File: src/rtl/cbfb_pkg.sv
package cbfb_pkg;
   localparam int STAT_RX_AVAIL = 0;
   localparam int STAT_TX_SPACE = 1;
   localparam int STAT_SUSPEND  = 2;
   localparam int STAT_CONFIG   = 3;
   localparam int STAT_USED     = 4;
   localparam bit ADDR_DATA     = 1'b0;
   localparam bit ADDR_CTRL     = 1'b1;
endpackage

File: src/rtl/cbfb_sync.sv
module cbfb_sync #(
   parameter int          W       = 1,
   parameter int          STAGES  = 2,
   parameter logic [W-1:0] RST_VAL = '0
) (
   input  logic         clk,
   input  logic         rst_n,
   input  logic [W-1:0] d,
   output logic [W-1:0] q
);
   if (STAGES < 2) begin : g_bad_stages
      $error("cbfb_sync: STAGES must be at least 2");
   end

   logic [W-1:0] stage [STAGES];

   for (genvar i = 0; i < STAGES; i++) begin : g_stage
      always_ff @(posedge clk or negedge rst_n) begin
         if (!rst_n) stage[i] <= RST_VAL;
         else if (i == 0) stage[i] <= d;
         else stage[i] <= stage[(i == 0) ? 0 : i-1];
      end
   end

   assign q = stage[STAGES-1];
endmodule

File: src/rtl/cbfb_fifo.sv
module cbfb_fifo #(
   parameter int DW    = 8,
   parameter int DEPTH = 4
) (
   input  logic          clk,
   input  logic          rst_n,
   input  logic          push,
   input  logic [DW-1:0] wdata,
   input  logic          pop,
   output logic [DW-1:0] head,
   output logic          empty,
   output logic          full
);
   localparam int AW = (DEPTH > 1) ? $clog2(DEPTH) : 1;
   localparam int CW = AW + 1;

   if (DEPTH < 2 || (DEPTH & (DEPTH - 1)) != 0) begin : g_bad_depth
      $error("cbfb_fifo: DEPTH must be a power of two, at least 2");
   end

   logic [DW-1:0] mem [DEPTH];
   logic [AW-1:0] wptr, rptr;
   logic [CW-1:0] count;
   logic          do_push, do_pop;

   assign empty   = (count == '0);
   assign full    = (count == CW'(DEPTH));
   assign do_push = push && !full;
   assign do_pop  = pop && !empty;
   assign head    = mem[rptr];

   always_ff @(posedge clk) begin
      if (do_push) mem[wptr] <= wdata;
   end

   always_ff @(posedge clk or negedge rst_n) begin
      if (!rst_n) begin
         wptr  <= '0;
         rptr  <= '0;
         count <= '0;
      end else begin
         if (do_push) wptr <= wptr + 1'b1;
         if (do_pop)  rptr <= rptr + 1'b1;
         count <= count + CW'(do_push) - CW'(do_pop);
      end
   end

   // a push into a full queue with no pop leaves the level unchanged
   a_r9_no_overflow: assert property (@(posedge clk) disable iff (!rst_n)
      (full && push && !pop) |=> (count == $past(count)));

   // a pop from an empty queue with no push keeps it empty
   a_r8_no_underflow: assert property (@(posedge clk) disable iff (!rst_n)
      (empty && pop && !push) |=> empty);
endmodule

File: src/rtl/cpubus_fifo_bridge.sv
module cpubus_fifo_bridge
   import cbfb_pkg::*;
#(
   parameter int DW       = 8,
   parameter int RX_DEPTH = 4,
   parameter int TX_DEPTH = 4,
   parameter int SYNC_STG = 2
) (
   input  logic          clk,
   input  logic          rst_n,
   input  logic          bus_sel_n,
   input  logic          bus_addr,
   input  logic          bus_rd_n,
   input  logic          bus_wr_n,
   input  logic [DW-1:0] bus_din,
   output logic [DW-1:0] bus_dout,
   output logic          bus_oe,
   input  logic          lnk_rx_push,
   input  logic [DW-1:0] lnk_rx_data,
   output logic          lnk_rx_full,
   input  logic          lnk_tx_pop,
   output logic [DW-1:0] lnk_tx_data,
   output logic          lnk_tx_avail,
   output logic          lnk_flush,
   input  logic          lnk_suspend,
   input  logic          lnk_configured,
   output logic          tx_overflow
);
   localparam int CTRL_W = 4;
   localparam int BUS_W  = CTRL_W + DW;
   localparam logic [BUS_W-1:0] BUS_IDLE = {4'b1011, {DW{1'b0}}};

   if (DW < STAT_USED) begin : g_bad_dw
      $error("cpubus_fifo_bridge: DW too narrow for the status byte");
   end

   // synchronize the bus
   logic [BUS_W-1:0] bus_s;
   logic             sel_s, addr_s, rd_s, wr_s;
   logic [DW-1:0]    din_s;

   cbfb_sync #(.W(BUS_W), .STAGES(SYNC_STG), .RST_VAL(BUS_IDLE)) u_bus_sync (
      .clk(clk), .rst_n(rst_n),
      .d({bus_sel_n, bus_addr, bus_rd_n, bus_wr_n, bus_din}),
      .q(bus_s)
   );
   assign {sel_s, addr_s, rd_s, wr_s, din_s} = bus_s;

   logic [1:0] lnk_flags_s;
   cbfb_sync #(.W(2), .STAGES(SYNC_STG), .RST_VAL(2'b00)) u_flag_sync (
      .clk(clk), .rst_n(rst_n),
      .d({lnk_configured, lnk_suspend}),
      .q(lnk_flags_s)
   );

   // strobe edges
   logic rd_prev, wr_prev, rd_fall, wr_fall;
   always_ff @(posedge clk or negedge rst_n) begin
      if (!rst_n) begin
         rd_prev <= 1'b1;
         wr_prev <= 1'b1;
      end else begin
         rd_prev <= rd_s;
         wr_prev <= wr_s;
      end
   end
   assign rd_fall = rd_prev && !rd_s && !sel_s;
   assign wr_fall = wr_prev && !wr_s && !sel_s;

   // queues
   logic          rx_empty, tx_empty, tx_full;
   logic [DW-1:0] rx_head;
   logic          rx_pop, tx_push;

   assign rx_pop  = rd_fall && (addr_s == ADDR_DATA);
   assign tx_push = wr_fall && (addr_s == ADDR_DATA);

   cbfb_fifo #(.DW(DW), .DEPTH(RX_DEPTH)) u_rx_q (
      .clk(clk), .rst_n(rst_n),
      .push(lnk_rx_push), .wdata(lnk_rx_data),
      .pop(rx_pop), .head(rx_head),
      .empty(rx_empty), .full(lnk_rx_full)
   );

   cbfb_fifo #(.DW(DW), .DEPTH(TX_DEPTH)) u_tx_q (
      .clk(clk), .rst_n(rst_n),
      .push(tx_push), .wdata(din_s),
      .pop(lnk_tx_pop), .head(lnk_tx_data),
      .empty(tx_empty), .full(tx_full)
   );
   assign lnk_tx_avail = !tx_empty;

   // status byte
   logic [DW-1:0] status;
   always_comb begin
      status = '0;
      status[STAT_RX_AVAIL] = !rx_empty;
      status[STAT_TX_SPACE] = !tx_full;
      status[STAT_SUSPEND]  = lnk_flags_s[0];
      status[STAT_CONFIG]   = lnk_flags_s[1];
   end

   // read hold, output enable, flush and overflow
   logic [DW-1:0] hold_q;
   logic          oe_q, flush_q, ovf_q;

   always_ff @(posedge clk or negedge rst_n) begin
      if (!rst_n) begin
         hold_q  <= '0;
         oe_q    <= 1'b0;
         flush_q <= 1'b0;
         ovf_q   <= 1'b0;
      end else begin
         oe_q    <= !sel_s && !rd_s;
         flush_q <= wr_fall && (addr_s == ADDR_CTRL);
         if (tx_push && tx_full) ovf_q <= 1'b1;
         if (rd_fall) begin
            if (addr_s == ADDR_CTRL) hold_q <= status;
            else if (!rx_empty)      hold_q <= rx_head;
         end
      end
   end

   assign bus_dout    = hold_q;
   assign bus_oe      = oe_q;
   assign lnk_flush   = flush_q;
   assign tx_overflow = ovf_q;

   // send-immediate yields a single-cycle pulse
   a_r6_flush_single: assert property (@(posedge clk) disable iff (!rst_n)
      lnk_flush |=> !lnk_flush);

   // an idle select produces no flush in the following cycle
   a_r2_sel_idle: assert property (@(posedge clk) disable iff (!rst_n)
      sel_s |=> !lnk_flush);

   // the overflow flag never clears outside reset
   a_r9_ovf_sticky: assert property (@(posedge clk) disable iff (!rst_n)
      tx_overflow |=> tx_overflow);

   // output enable follows a selected read
   a_r10_oe_gate: assert property (@(posedge clk) disable iff (!rst_n)
      (sel_s || rd_s) |=> !bus_oe);

   // upper status bits stay zero
   a_r4_status_upper: assert property (@(posedge clk) disable iff (!rst_n)
      status[DW-1:STAT_USED] == '0);
endmodule

File: config.mk
export PLATFORM = sky130hd
export DESIGN_NAME = cpubus_fifo_bridge
export DESIGN_NICKNAME = d
export VERILOG_FILES = /design/src/rtl/cbfb_pkg.sv /design/src/rtl/cbfb_sync.sv /design/src/rtl/cbfb_fifo.sv /design/src/rtl/cpubus_fifo_bridge.sv
export SDC_FILE = /design/constraint.sdc
export NUM_CORES = 1
export LEC_CHECK = 0
export BUFFER_PORTS_ARGS = -buffer_cell sky130_fd_sc_hd__clkbuf_2
export CORE_AREA = 5 5 99 101
export CTS_BUF_LIST = sky130_fd_sc_hd__clkbuf_16
export DETAILED_ROUTE_END_ITERATION = 6
export DIE_AREA = 0 0 104 106
export GPL_TIMING_DRIVEN = 0
export PLACE_DENSITY = 0.73
export SETUP_SLACK_MARGIN = 0.5
export SLEW_MARGIN = 20
export SYNTH_ARGS = -nofsm -noshare
export SYNTH_HDL_FRONTEND = slang
export SYNTH_SLANG_ARGS = --single-unit
export TNS_END_PERCENT = 20
File: constraint.sdc
create_clock -name clk -period 2.29 [get_ports clk]
set_input_delay 0.229 -clock clk [delete_from_list [all_inputs] [get_ports clk]]
set_output_delay 0.229 -clock clk [all_outputs]
set_load 0.02 [all_outputs]
# Yosys cells after proc, flatten, opt, wreduce, memory -nomap -nowiden
# Memory sizes are Yosys's and may differ from the RTL's.
# Index checks and enable logic that the tools add are counted.
[word_totals]
register_bits = 55
ram_bits = 64
out_inout_bits = 21
n_memories = 2
[op_classes]
n_mux = 6
addsub = 8
n_bitwise = 1
eq_ne = 3
n_reduce_logical = 23
[memory_table]
columns = ["name", "words", "word_bits", "rd", "rd_clocked_by_memory_dff", "wr", "line_no", "text"]
rows = [
  ["u_rx_q.mem", 4, 8, 1, 0, 1, "cbfb_fifo.sv:21", "logic [DW-1:0] mem [DEPTH];"],
  ["u_tx_q.mem", 4, 8, 1, 0, 1, "cbfb_fifo.sv:21", ""],
]
[ops]
columns = ["operator", "n"]
rows = [
  ["2-to-1 mux 8 bit", 2],
  ["logical AND 1 bit", 13],
  ["adder 2 x 1 -> 2 bit (second input constant)", 4],
  ["zero test 1 bit", 7],
  ["adder 3 x 1 -> 3 bit", 2],
  ["equality test 3 bit (second input constant)", 2],
  ["zero test 3 bit", 2],
  ["subtractor 3 x 1 -> 3 bit", 2],
  ["2-to-1 mux 1 bit", 4],
  ["!= test 2 x 1 -> 1 bit (second input constant)", 1],
  ["AND reduction 2 bit", 1],
  ["NOT 1 bit", 1],
]

# Longest topological paths before layout
[logic_depth]
depth_word = 7
depth_mapped = 10

# Modules after synthesis
# Synthesis repeated with hierarchy kept, for this count alone.
[unflattened]
cells_unflattened = 266
area_unflattened_um2 = 4650.7
[by_module_without_submodules]
columns = ["mod", "n_inst", "area_per_inst_um2", "cells_each", "seq_area_each_um2"]
rows = [
  ["cbfb_fifo", 2, 1622.8, 83, 1136.1],
  ["cbfb_sync (u_bus_sync)", 1, 698.2, 36, 608.1],
  ["cpubus_fifo_bridge", 1, 591.8, 58, 327.8],
  ["cbfb_sync (u_flag_sync)", 1, 115.1, 6, 100.1],
]

# Worst setup path after synthesis
# No wires, ideal clock.
[synth_path]
path_kind = "register -> register"
start = "reg rd_prev"
end = "reg u_rx_q.count[2]"
path_stages_with_launch = 11
t_arrival_ns = 2.408
path_buffers = 1
setup_slack_ns = -0.244
path_cell_list = "dfstp_2 or3b_1 buf_6 nor3_4 ha_1 inv_1 ha_1 inv_1 fa_1 xnor2_1 xnor2_1"
[synth_between]
elab_chain_len = 5
[synth_rtl]
columns = ["element", "line_no", "text"]
rows = [
  ["start: declaration", "cpubus_fifo_bridge.sv:57", "logic rd_prev, wr_prev, rd_fall, wr_fall;"],
  ["start signal: assignment", "cpubus_fifo_bridge.sv:63", "rd_prev <= rd_s;"],
  ["logical AND 1 bit (2 in a row)", "cpubus_fifo_bridge.sv:67", "assign rd_fall = rd_prev && !rd_s && !sel_s;"],
  ["logical AND 1 bit", "cpubus_fifo_bridge.sv:75", "assign rx_pop = rd_fall && (addr_s == ADDR_DATA);"],
  ["logical AND 1 bit", "cbfb_fifo.sv:29", "assign do_pop = pop && !empty;"],
  ["net u_rx_q.do_pop", "cbfb_fifo.sv:24", "logic do_push, do_pop;"],
  ["subtractor 3 x 1 -> 3 bit", "cbfb_fifo.sv:44", "count <= count + CW'(do_push) - CW'(do_pop);"],
  ["end signal: assignment", "cbfb_fifo.sv:44", ""],
  ["end: declaration", "cbfb_fifo.sv:23", "logic [CW-1:0] count;"],
]
# The timed path passes the listed nets, and every way through them passes these cells.
# A chain may end at the register's enable or synchronous reset.

# Worst setup path after layout
# Ends and elaborated chain as after synthesis.

==> flow_summary.ini <==
[sta]
hold_slack_ns = 0.04355
setup_ws_ns = -0.1289
finalSetupViolations = 2
slew_viol_final = 0
tns_ns = -0.1783
min_period_ns = 2.419
rsz0062_at_grt = yes
tightest_slew_ns = 0.7528
relSlewSlack_pct = 49.81
max_freq_mhz = 413.4
finClkSkew_ns = 0.006953
min_period_over_period_pct = 105.6
hold_viol = 0

[logic_synthesis]
ys_seq_elements = 119
ys.flop_type = edfxtp_1
synth.cell_area_mm2 = 0.004439
synthTopCellsByCount = 64 x edfxtp_1, 47 x dfrtp_1, 16 x mux4_2
synth_cell_types = 36
synth_cells = 227
yosysTopAreaCellShare_pct = 43.29
yosysSeqAreaShare_pct = 74.52
synth_top_cell_by_area = edfxtp_1
synth_area_leaders = edfxtp_1 43%, dfrtp_1 26%, mux4_2 8.1%, dfstp_2 4.7%, ha_1 3.4%
async_reset_ff_share_pct = 46.22
synth_most_common_cell = edfxtp_1
yosys_warnings = 0
postSynthAreaPerCell_um2 = 19.56
synth_nets = 267
synth_edf_count = 64

[detailed_routing]
wire_per_inst_um = 16.60
drt_iter0_markers = 66
drtAntennaViolNets = 0
first_pass_iters = 5
vias = 2260
drc = 0
finalWirelength_um = 7389
via_per_inst = 5.079

[floorplan]
dieArea_mm2 = 0.01102
coreArea_mm2 = 0.008934
ioPinCount = 47
start_util_pct = 49.69
num_rows = 35
die_h_um = 106
die_width_um = 104

[global_route]
grt_pass1_wl_um = 12480
grt_pass1_vias = 2520
grt_max_degree = 56
grt_usage_pct = 14.91
antenna_found_initial = 0
overflow = 0

[setup_path]
crit_type = register to register
start_kind = register
cp.arrival_ns = 2.70
crit_required_ns = 2.57
reg2reg_slack_ns = -0.13
end_kind = register
path_max_fanout = 2

[finish]
nets = 361
utilization_pct = 64.75
fill_cells = 634
num_antenna_cells = 0
drive_gt1_share_pct = 44.61
layout.cells.non_filler = 445
final_area_mm2 = 0.005784
area_growth_syn_to_layout_pct = 30.30

[status]
violations = setup timing
status = finished, violations left

[cts]
htreeDepth = 4
clock-sinks = 119
cts.clk_slew.worst_paths_ns = 0.05
numCtsBuffers = 17
insertion_delay_ns = 0.40
cts_root_buf = clkbuf_16
clk_path_buf_depth = 2
cts_tree = built

[pwr]
power_leakage_nw = 2.326
power_per_cell_area_mw_per_mm2 = 1276
finalPower_mw = 7.384
vdd_drop_max_mv = 0.6199

[placement]
dpl.hpwl_um = 4510
dpl_worst_slack_ns = -0.4048
place_area_mm2 = 0.004816
portBuffers = 46
dp.cells = 384
place_congestion = 0.6978

[worst_hold_path]
hold_path.class = input port to register

[flow_run]
maxCapViolations = 0
[routing by layer]
layer / up-vias / GRT usage, % / share of wire [%]
met1: 1154 / 16.66 / 39
met5: - / 0 / 0
met3: 12 / 5.404 / 4.5
li1: 1053 / - / -
met4: 0 / 6.660 / 1.5
met2: 41 / 25.59 / 55
[power breakdown]
part	switching, mW	internal (mW)
sequential	0.224	2.66
clock	0.861	1.56
combinational	0.972	1.11
[final cells by class]
class	instances	area, um^2	area share, %
well taps	111	138.9	2.401
inverters	13	48.80	0.8436
multi-input cells	88	1110	19.19
flip-flops and latches	119	3311	57.24
repair buffers	75	578.1	9.993
clock buffers	17	425.4	7.355
plain buffers	7	51.30	0.8869
clock inverters	15	121.4	2.098
[cell families (layout without fill, tap and decap cells)]
kind of cell	after synthesis	in the layout	share of synthesized area, %
flip-flops	119	119	74.52
AND/OR/NAND/NOR	32	32	5.609
buffers and inverters	20	127	1.917
multiplexers	18	18	8.625
adder cells (fa/ha/maj)	14	14	4.284
AO/OA/AOI/OAI	14	14	3.072
XOR/XNOR	10	10	1.973
[final timing paths]
check	startpoint	endpoint	cells after the start
hold / removal	lnk_rx_data[3]	u_rx_q.mem[2][3]	1
hold reg to reg	u_bus_sync.stage[14]	u_bus_sync.q[2]	0
max in group asynchronous	rst_n	u_rx_q.count[1]	2
setup / recovery	rd_prev	u_rx_q.count[2]	10
setup reg to reg	rd_prev	u_rx_q.count[2]	10
min in group asynchronous	rst_n	u_flag_sync.stage[3]	2
[what timing repair did]
action / 4_1_cts / 5_1_grt
pin swaps: 14 / 6
endpoints found under the setup margin: 53 / 47
setup buffers: 11 / 3
resized for setup: 36 / 23
hold buffers: 15 / 0
endpoints found under the hold margin: 61 / 0
gates cloned: 0 / 0
[layout by cell type (no fill, tap or decap), drive strengths merged, types with 3 or more instances in the layout]
cell / instances
a21bo: 3
a221o: 4
a222oi: 3
and2: 8
buf: 26
clkbuf: 58
clkinv: 9
dfrtp: 47
dfstp: 8
dlygate4sd3: 15
edfxtp: 64
ha: 12
inv: 15
mux4: 16
nor2b: 4
nor3b: 7
xnor2: 7
xor2: 3
[registers in the layout, indices dropped and copies added (netlist names)]
signal	flops
u_rx_q.mem	32
u_tx_q.mem	32
u_bus_sync.q	12
u_bus_sync.stage	12
bus_dout	8
u_rx_q.count	3
u_tx_q.count	3
u_flag_sync.q	2
u_flag_sync.stage	2
u_rx_q.rptr	2
u_rx_q.wptr	2
u_tx_q.rptr	2
u_tx_q.wptr	2
bus_oe	1
lnk_flush	1
rd_prev	1
tx_overflow	1
wr_prev	1
[worst max-delay path, stage by stage, from the launching register on]
cell,delay (ns)
dfstp_2,0.52
or3b_1,0.36
buf_6,0.13
nor3_4,0.17
ha_1,0.27
inv_1,0.05
ha_1,0.14
inv_2,0.04
fa_2,0.35
xnor2_2,0.14
xnor2_1,0.12
No activity file was read; power rests on OpenSTA's default activity.
